===== config.mk =====
export PLATFORM = sky130hd
export DESIGN_NAME = mbx_irq_ctrl
export DESIGN_NICKNAME = d
export VERILOG_FILES = /design/src/rtl/mbx_irq_pkg.sv /design/src/rtl/mbx_evt_edge.sv /design/src/rtl/mbx_user_regs.sv /design/src/rtl/mbx_irq_ctrl.sv
export SDC_FILE = /design/constraint.sdc
export NUM_CORES = 1
export LEC_CHECK = 0
export CORE_MARGIN = 4
export CORE_UTILIZATION = 49
export CTS_BUF_LIST = sky130_fd_sc_hd__clkbuf_2
export CTS_CLUSTER_DIAMETER = 30
export DETAILED_ROUTE_END_ITERATION = 8
export PLACE_DENSITY_LB_ADDON = 0.12
export SLEW_MARGIN = 30
export SYNTH_ARGS = -nofsm -noshare
export SYNTH_HDL_FRONTEND = slang
export SYNTH_SLANG_ARGS = --single-unit

===== constraint.sdc =====
create_clock -name clk_i -period 1.4 [get_ports clk_i]
set_input_delay 0.14 -clock clk_i [delete_from_list [all_inputs] [get_ports clk_i]]
set_output_delay 0.14 -clock clk_i [all_outputs]
set_load 0.02 [all_outputs]

===== src/rtl/mbx_irq_pkg.sv =====
package mbx_irq_pkg;
  typedef enum logic [1:0] {
    REG_RAW    = 2'd0,
    REG_STAT   = 2'd1,
    REG_EN_SET = 2'd2,
    REG_EN_CLR = 2'd3
  } mbx_reg_e;
endpackage


===== src/rtl/mbx_evt_edge.sv =====
module mbx_evt_edge #(
  parameter int NUM_MBOX = 4,
  localparam int EVT_W   = 2 * NUM_MBOX
) (
  input  logic                clk_i,
  input  logic                rst_ni,
  input  logic [NUM_MBOX-1:0] evt_msg_i,
  input  logic [NUM_MBOX-1:0] evt_space_i,
  output logic [EVT_W-1:0]    rise_o
);
  logic [EVT_W-1:0] lvl, prev_q;

  for (genvar m = 0; m < NUM_MBOX; m++) begin : g_map
    assign lvl[2*m]   = evt_msg_i[m];
    assign lvl[2*m+1] = evt_space_i[m];
  end

  // prev resets low: a level high at reset release counts as an edge
  always_ff @(posedge clk_i or negedge rst_ni) begin
    if (!rst_ni) prev_q <= '0;
    else         prev_q <= lvl;
  end

  assign rise_o = lvl & ~prev_q;
endmodule


===== src/rtl/mbx_user_regs.sv =====
module mbx_user_regs
  import mbx_irq_pkg::*;
#(
  parameter int EVT_W = 8
) (
  input  logic             clk_i,
  input  logic             rst_ni,
  input  logic [EVT_W-1:0] rise_i,
  input  logic             sel_i,
  input  logic             we_i,
  input  mbx_reg_e         reg_i,
  input  logic [EVT_W-1:0] wbits_i,
  output logic [EVT_W-1:0] raw_o,
  output logic [EVT_W-1:0] mask_o,
  output logic             irq_o
);
  logic [EVT_W-1:0] raw_q, mask_q;
  logic [EVT_W-1:0] ack_bits, set_bits, clr_bits;
  logic             wr;

  assign wr       = sel_i && we_i;
  assign ack_bits = (wr && reg_i == REG_STAT)   ? wbits_i : '0;
  assign set_bits = (wr && reg_i == REG_EN_SET) ? wbits_i : '0;
  assign clr_bits = (wr && reg_i == REG_EN_CLR) ? wbits_i : '0;

  always_ff @(posedge clk_i or negedge rst_ni) begin
    if (!rst_ni) begin
      raw_q  <= '0;
      mask_q <= '0;
    end else begin
      raw_q  <= (raw_q & ~ack_bits) | rise_i;  // new edge beats ack
      mask_q <= (mask_q | set_bits) & ~clr_bits;
    end
  end

  assign raw_o  = raw_q;
  assign mask_o = mask_q;
  assign irq_o  = |(raw_q & mask_q);
endmodule


===== src/rtl/mbx_irq_ctrl.sv =====
module mbx_irq_ctrl
  import mbx_irq_pkg::*;
#(
  parameter int NUM_MBOX = 4,
  parameter int NUM_USER = 2,
  parameter int DATA_W   = 32,
  parameter int ADDR_W   = 4
) (
  input  logic                clk_i,
  input  logic                rst_ni,
  input  logic [NUM_MBOX-1:0] evt_msg_i,
  input  logic [NUM_MBOX-1:0] evt_space_i,
  input  logic [ADDR_W-1:0]   addr_i,
  input  logic [DATA_W-1:0]   wdata_i,
  input  logic                we_i,
  output logic [DATA_W-1:0]   rdata_o,
  output logic [NUM_USER-1:0] irq_o
);
  localparam int EVT_W  = 2 * NUM_MBOX;
  localparam int UIDX_W = ADDR_W - 2;

  logic [EVT_W-1:0]                rise;
  logic [NUM_USER-1:0][EVT_W-1:0]  raw_q, mask_q;
  logic [UIDX_W-1:0]               usr_idx;
  mbx_reg_e                        reg_sel;
  logic [EVT_W-1:0]                rd_evt;

  assign usr_idx = addr_i[ADDR_W-1:2];
  assign reg_sel = mbx_reg_e'(addr_i[1:0]);

  if (DATA_W > EVT_W) begin : g_unused
    logic unused_wdata;
    assign unused_wdata = ^wdata_i[DATA_W-1:EVT_W];
  end

  mbx_evt_edge #(.NUM_MBOX(NUM_MBOX)) u_edge (
    .clk_i       (clk_i),
    .rst_ni      (rst_ni),
    .evt_msg_i   (evt_msg_i),
    .evt_space_i (evt_space_i),
    .rise_o      (rise)
  );

  for (genvar u = 0; u < NUM_USER; u++) begin : g_user
    mbx_user_regs #(.EVT_W(EVT_W)) u_regs (
      .clk_i   (clk_i),
      .rst_ni  (rst_ni),
      .rise_i  (rise),
      .sel_i   (usr_idx == UIDX_W'(u)),
      .we_i    (we_i),
      .reg_i   (reg_sel),
      .wbits_i (wdata_i[EVT_W-1:0]),
      .raw_o   (raw_q[u]),
      .mask_o  (mask_q[u]),
      .irq_o   (irq_o[u])
    );
  end

  always_comb begin
    rd_evt = '0;
    for (int u = 0; u < NUM_USER; u++) begin
      if (usr_idx == UIDX_W'(u)) begin
        unique case (reg_sel)
          REG_RAW:    rd_evt = raw_q[u];
          REG_STAT:   rd_evt = raw_q[u] & mask_q[u];
          REG_EN_SET,
          REG_EN_CLR: rd_evt = mask_q[u];
          default:    rd_evt = '0;
        endcase
      end
    end
  end

  assign rdata_o = DATA_W'(rd_evt);
endmodule


==> results.cfg, run 1 <==
[layout]
nFillCells = 342
syn2layout_area_growth_pct = 29.80
drive_gt1_share_pct = 27.90
stdcell_area_um2 = 2790
stdcell_count = 326
fin_nets = 323
diodes = 0
final_cell_mix = nand2_1, dfrtp_1, conb_1, buf_4, clkdlybuf4s50_1

[floorplanning]
rows = 23
start_util_pct = 52.23
coreArea_um2 = 4115
die_x_um = 74.24
dieArea_um2 = 5511
die_y_um = 74.24
io_pins = 81

[synth]
syn_inst = 218
avgSynthCellArea_um2 = 9.860
synth_area_leaders = dfrtp_1, buf_4, mux2i_1
post-synth-top-area-fraction_pct = 46.57
ys_ff_latch = 40
yosys_warnings = 0
ys_seq_area_share_pct = 46.57
netlist.top_cell.by_area = dfrtp_1
synthDistinctLibCells = 21
synth_area_um2 = 2150

[cts]
worstSkewPairLatency_ps = 400
cts_tree = built
cts_buffers = 5
cts_htree_levels = 2
cts.path.max_buffers = 2
cts-root-buf = clkbuf_2
clock_sinks = 40
clk_pin_slew_ps = 210

[sta]
setup_ws_ps = -123.6
max_slew.worst_pin.slew_ps = 506.6
fin_crit_ps = 1524
max-slew-margin-rel_pct = 66.23
fin_crit_sh_pct = 108.8
rsz0062_at_grt = true
maxSlewViolCount = 0
hold_viol = 0
setup_violations = 9
fin_skew_ps = 21.79
max_freq_mhz = 656.4

[worst_setup_path]
crit_path_start_kind = register
worst_path_max_delay_cell = dfrtp_1
critPathKind = reg2out
cp.required_ps = 1260
endpoint_kind = output port
crit_fanout = 3
crit_chain = a22oi_2, nand4_1, buf_4
worst-endpoint-arrival_ps = 1380
max_stage_delay_ps = 460

[placement]
dp_hpwl_um = 3648
globalplace.congestion = 0.8322
placed_cells = 314
pre_cts_ws_ps = -500.3
io_buffers = 32
place_area_um2 = 2580

[global_routing]
grt-ovfl-total = 0
grt_use_total_pct = 20.65
antenna_found_initial = 0
grt_max_degree = 41
grt_pass1_vias = 1765
grt_pass1_wl_um = 8514

[route]
dr.pass1.iters = 5
vias = 1699
routed_wl_um = 5121
drtIter0Drc = 143
viasPerCell = 5.212
drc = 0
wire_per_inst_um = 15.71
drtAntennaViolNets = 0

[pwr]
powerDensity_nw_per_um2 = 960.2
power_frac_seq_pct = 52.7
power.internal_w = 0.001803
ir_drop_mv = 0.4687
power_switching_w = 0.0008758
p_clk_share_pct = 18.0
power_frac_comb_pct = 29.3
total_power_w = 0.002679
power.share.switching_pct = 32.69
p_leak_nw = 1.306

[outcome]
outcome = finished, violations left
failed_checks = setup timing

[worst_hold_path]
hold_class = in2reg

[job]
maxCapViolations = 0
[path summary, 6_finish.rpt]
path                       cells past startpoint  slack (ps)                         end                        from
hold reg to reg                                2         510   g_user[1].u_regs.raw_o[4]            u_edge.prev_q[4]
hold / removal                                 1         180            u_edge.prev_q[0]                evt_msg_i[0]
setup / recovery                               3        -120                    irq_o[0]  g_user[0].u_regs.mask_o[0]
setup reg to reg                               5         420  g_user[1].u_regs.mask_o[1]  g_user[1].u_regs.mask_o[1]
max in group asynchronous                      3         740   g_user[0].u_regs.raw_o[2]                      rst_ni
min in group asynchronous                      3         280  g_user[0].u_regs.mask_o[0]                      rst_ni
[cell type report]
type                    instances  area, µm²  share of cell area (%)
multi-input cells             146      982.2                   35.20
well taps                      50      62.56                   2.242
flip-flops and latches         40       1001                   35.87
inverters                      16      60.06                   2.152
repair buffers                 67      649.4                   23.27
clock buffers                   6      30.03                   1.076
clock inverters                 1      5.005                  0.1794
[critical path, delay by kind of cell, from the launching register on]
| kind | cells | cell delay, ps |
|---|---|---|
| flops | 1 | 460 |
| simple gates | 1 | 130 |
| compound gates | 1 | 210 |
| buf+inv | 1 | 180 |
[synthesized netlist by cell type, drive strengths merged]
cell / instances
nand2: 48
dfrtp: 40
buf: 35
inv: 16
mux2i: 16
o221ai: 16
o31ai: 16
nand2b: 10
a22oi: 8
clkbuf: 4
nand4: 2
nor2: 2
and4b: 1
and4bb: 1
conb: 1
nor2b: 1
or2: 1
[power groups by stage]
stage / registers [W] / logic [W] / clock network (W)
after floorplan: 0.00139 / 0.000408 / 0
after global routing: 0.00143 / 0.000857 / 0.000558
after global placement: 0.00141 / 0.000686 / 0
after detailed placement: 0.00141 / 0.000696 / 0
after CTS: 0.00141 / 0.000781 / 0.000499
final: 0.00141 / 0.000785 / 0.000482
[routing by layer]
layer / vias to the layer above / share of wire [%] / track usage, % / wire length [µm]
met3: 9 / 7.6 / 3.649 / 389
li1: 818 / - / - / -
met4: 0 / 1.9 / 9.289 / 98
met2: 71 / 48 / 33.46 / 2445
met1: 801 / 43 / 27.09 / 2188
met5: - / 0 / 0 / 0
[cells by family after synthesis]
kind of cell | count (synthesis) | share of synthesized area (%)
simple gates | 66 | 14.90
other cells | 1 | 0.1745
flops | 40 | 46.57
mux | 16 | 7.450
compound gates | 40 | 14.90
buf+inv | 55 | 16.01
[what timing repair did]
| action | CTS | global route |
|---|---|---|
| hold buffers | 1 | 0 |
| pin swaps | 11 | 0 |
| setup buffers | 4 | 0 |
| setup endpoints to repair | 10 | 10 |
| endpoints found under the hold margin | 40 | 0 |
| resized for setup | 80 | 2 |
[per-stage QoR]
| stage | hold slack, ps | TNS (ps) | utilization, % |
|---|---|---|---|
| after floorplan | -155.6 | 0 | - |
| after global placement | 230.1 | -8885 | 62.69 |
| after detailed placement | 235.8 | -9214 | 62.69 |
| after CTS | 174.5 | -726.7 | 67.56 |
| after global routing | 136.4 | -1568 | 67.80 |
| final | 180.3 | -683.7 | 67.80 |
[sequential cells by signal, summed over array words and instances (netlist names)]
name and count:
g_user.u_regs.mask_o 16, g_user.u_regs.raw_o 16, u_edge.prev_q 8
Note: power is estimated with default switching activity, not from simulation.
==> run 2, diff against run 1 <==
CORE_UTILIZATION = 46   (was 49)
clock period = 1.55 ns   (was 1.4 ns; I/O delays follow)
==> run 2 against run 1 <==
The run now ends clean. Non-clock buffer count is 11 lower. Critical endpoint is now rdata_o[4]. Highest routed layer unchanged. Sequential power is 9% lower. Total power is 0.42% lower. Clock skew is 8.3 ps lower. Combinational power is 23% lower. Wire length is 0.70% lower. Hold slack better by 4.6 ps. Sequential share of layout area is 1.3 points higher.
==> results.cfg, run 2 (same netlist as run 1, synthesis figures left out) <==
[placement]
dp_hpwl_um = 3703
io_buffers = 32
pre_cts_ws_ps = -389.6
globalplace.congestion = 0.8602

[worst_setup_path]
timing.critical_path.from = addr_i[3]
critPathKind = in2out
cp.required_ps = 1390
r2r_slack_ps = 740
worst-endpoint-arrival_ps = 1340
crit_path_start_kind = input pin
crit_fanout = 5
rr_startpoint = g_user[1].u_regs.raw_o[5]
endpoint_kind = output port

[global_routing]
grt_use_total_pct = 18.11
grt_max_degree = 25
grt-ovfl-total = 0
grt_pass1_vias = 1714
antenna_found_initial = 0
grt_pass1_wl_um = 8397

[outcome]
outcome = completed

[pwr]
powerDensity_nw_per_um2 = 990.3
ir_drop_mv = 0.4931
power_frac_comb_pct = 22.6
power_frac_seq_pct = 48.4
p_clk_share_pct = 29.0
power.share.switching_pct = 29.52
power.internal_w = 0.001880
power_switching_w = 0.0007875
p_leak_nw = 1.264

[route]
viasPerCell = 5.249
wire_per_inst_um = 16.04
dr.pass1.iters = 4
drtAntennaViolNets = 0
vias = 1664
routed_wl_um = 5085
drc = 0
drtIter0Drc = 121

[sta]
max_freq_mhz = 667.9
maxSlewViolCount = 0
rsz0062_at_grt = true
setup_violations = 0
setup_ws_ps = 52.86
fin_crit_sh_pct = 96.59
fin_crit_ps = 1497
fin_skew_ps = 13.52
hold_viol = 0

[worst_hold_path]
hold_class = in2async

[cts]
cts.path.max_buffers = 2
cts-root-buf = clkbuf_2
worstSkewPairLatency_ps = 390
cts_htree_levels = 2
cts_buffers = 5
clk_pin_slew_ps = 210
cts_tree = built
clock_sinks = 40

[floorplanning]
start_util_pct = 48.37
dieArea_um2 = 5831
die_y_um = 76.36
coreArea_um2 = 4444
io_pins = 81
rows = 24
die_x_um = 76.36

[layout]
utilization_pct = 60.61
syn2layout_area_growth_pct = 25.32
fin_nets = 312
diodes = 0
nFillCells = 385
drive_gt1_share_pct = 22.64
final_cell_mix = nand2_1, dfrtp_1, conb_1

[job]
maxCapViolations = 0
[run 2: cell types whose count changed in the layout (fill, tap and decap cells not counted), moves of 2 or more]
cell and change:
buf_6 -10, buf_4 -4, o221ai_2 -5, buf_2 +2
o221ai_1 +5, bufinv_16 +2
[run 2: power by group through the flow]
stage	Combinational (W)	Clock (W)	Sequential, W
2_1_floorplan	0.000369	0	0.00125
3_3_place_gp	0.000541	0	0.00129
3_5_place_dp	0.000549	0	0.00129
4_1_cts	0.000557	0.000781	0.00128
5_1_grt	0.000667	0.000832	0.00131
6_report	0.000604	0.000773	0.00129
[run 2: per-stage QoR]
step / cells / power (W) / setup TNS [ps] / hold WS, ps / area [µm²]
finish: 317 / 0.002668 / 0 / 184.9 / 2694
global route: 317 / 0.002805 / -178.6 / 165.1 / 2694
CTS: 314 / 0.002617 / -1.986 / 183.4 / 2603
detailed placement: 304 / 0.001843 / -4624 / 115.8 / 2505
global placement: 304 / 0.001832 / -4441 / 108.3 / 2505
floorplan: 241 / 0.001623 / 0 / -140.6 / 2236
[run 2: repair_timing]
item / 4_1_cts / 5_1_grt
pin swaps: 0 / 4
gates resized for setup: 48 / 16
setup buffers: 2 / 3
hold buffers: 1 / 0
setup endpoints to repair: 10 / 6
endpoints found under the hold margin: 28 / 0
[run 2: area by class of cell]
type                       instances  area, µm²  share of cell area, %
clock buffer                       5      25.02                 0.9289
inverter                          16      60.06                  2.229
clock inverter                     2      60.06                  2.229
timing repair buffer              56      536.8                  19.93
sequential                        40       1001                  37.16
tap                               52      65.06                  2.415
multi-input combinational        146      945.9                  35.11
[run 2: critical path, stage by stage]
cell and delay (ps):
clkdlybuf4s50_1 440, nor2b_1 130, buf_4 180, buf_12 120
o221ai_1 100, nand2_1 80, buf_4 140
[run 2: path summary, 6_finish.rpt]
kind / end / cells after the start
setup / recovery: rdata_o[4] / 7
hold / removal: g_user[1].u_regs.raw_o[7] / 2
setup reg to reg: g_user[1].u_regs.raw_o[5] / 3
hold reg to reg: g_user[1].u_regs.raw_o[2] / 2
max in group asynchronous: g_user[0].u_regs.raw_o[6] / 3
min in group clk_i: u_edge.prev_q[1] / 1
[run 2: layer usage]
metal  routed length [µm]  global-route usage [%]  vias up
met4                   87                   7.428        0
met5                    0                       0        -
met1                 2285                   23.79      802
met2                 2405                   28.38       61
met3                  306                   4.728        9
li1                     -                       -      792
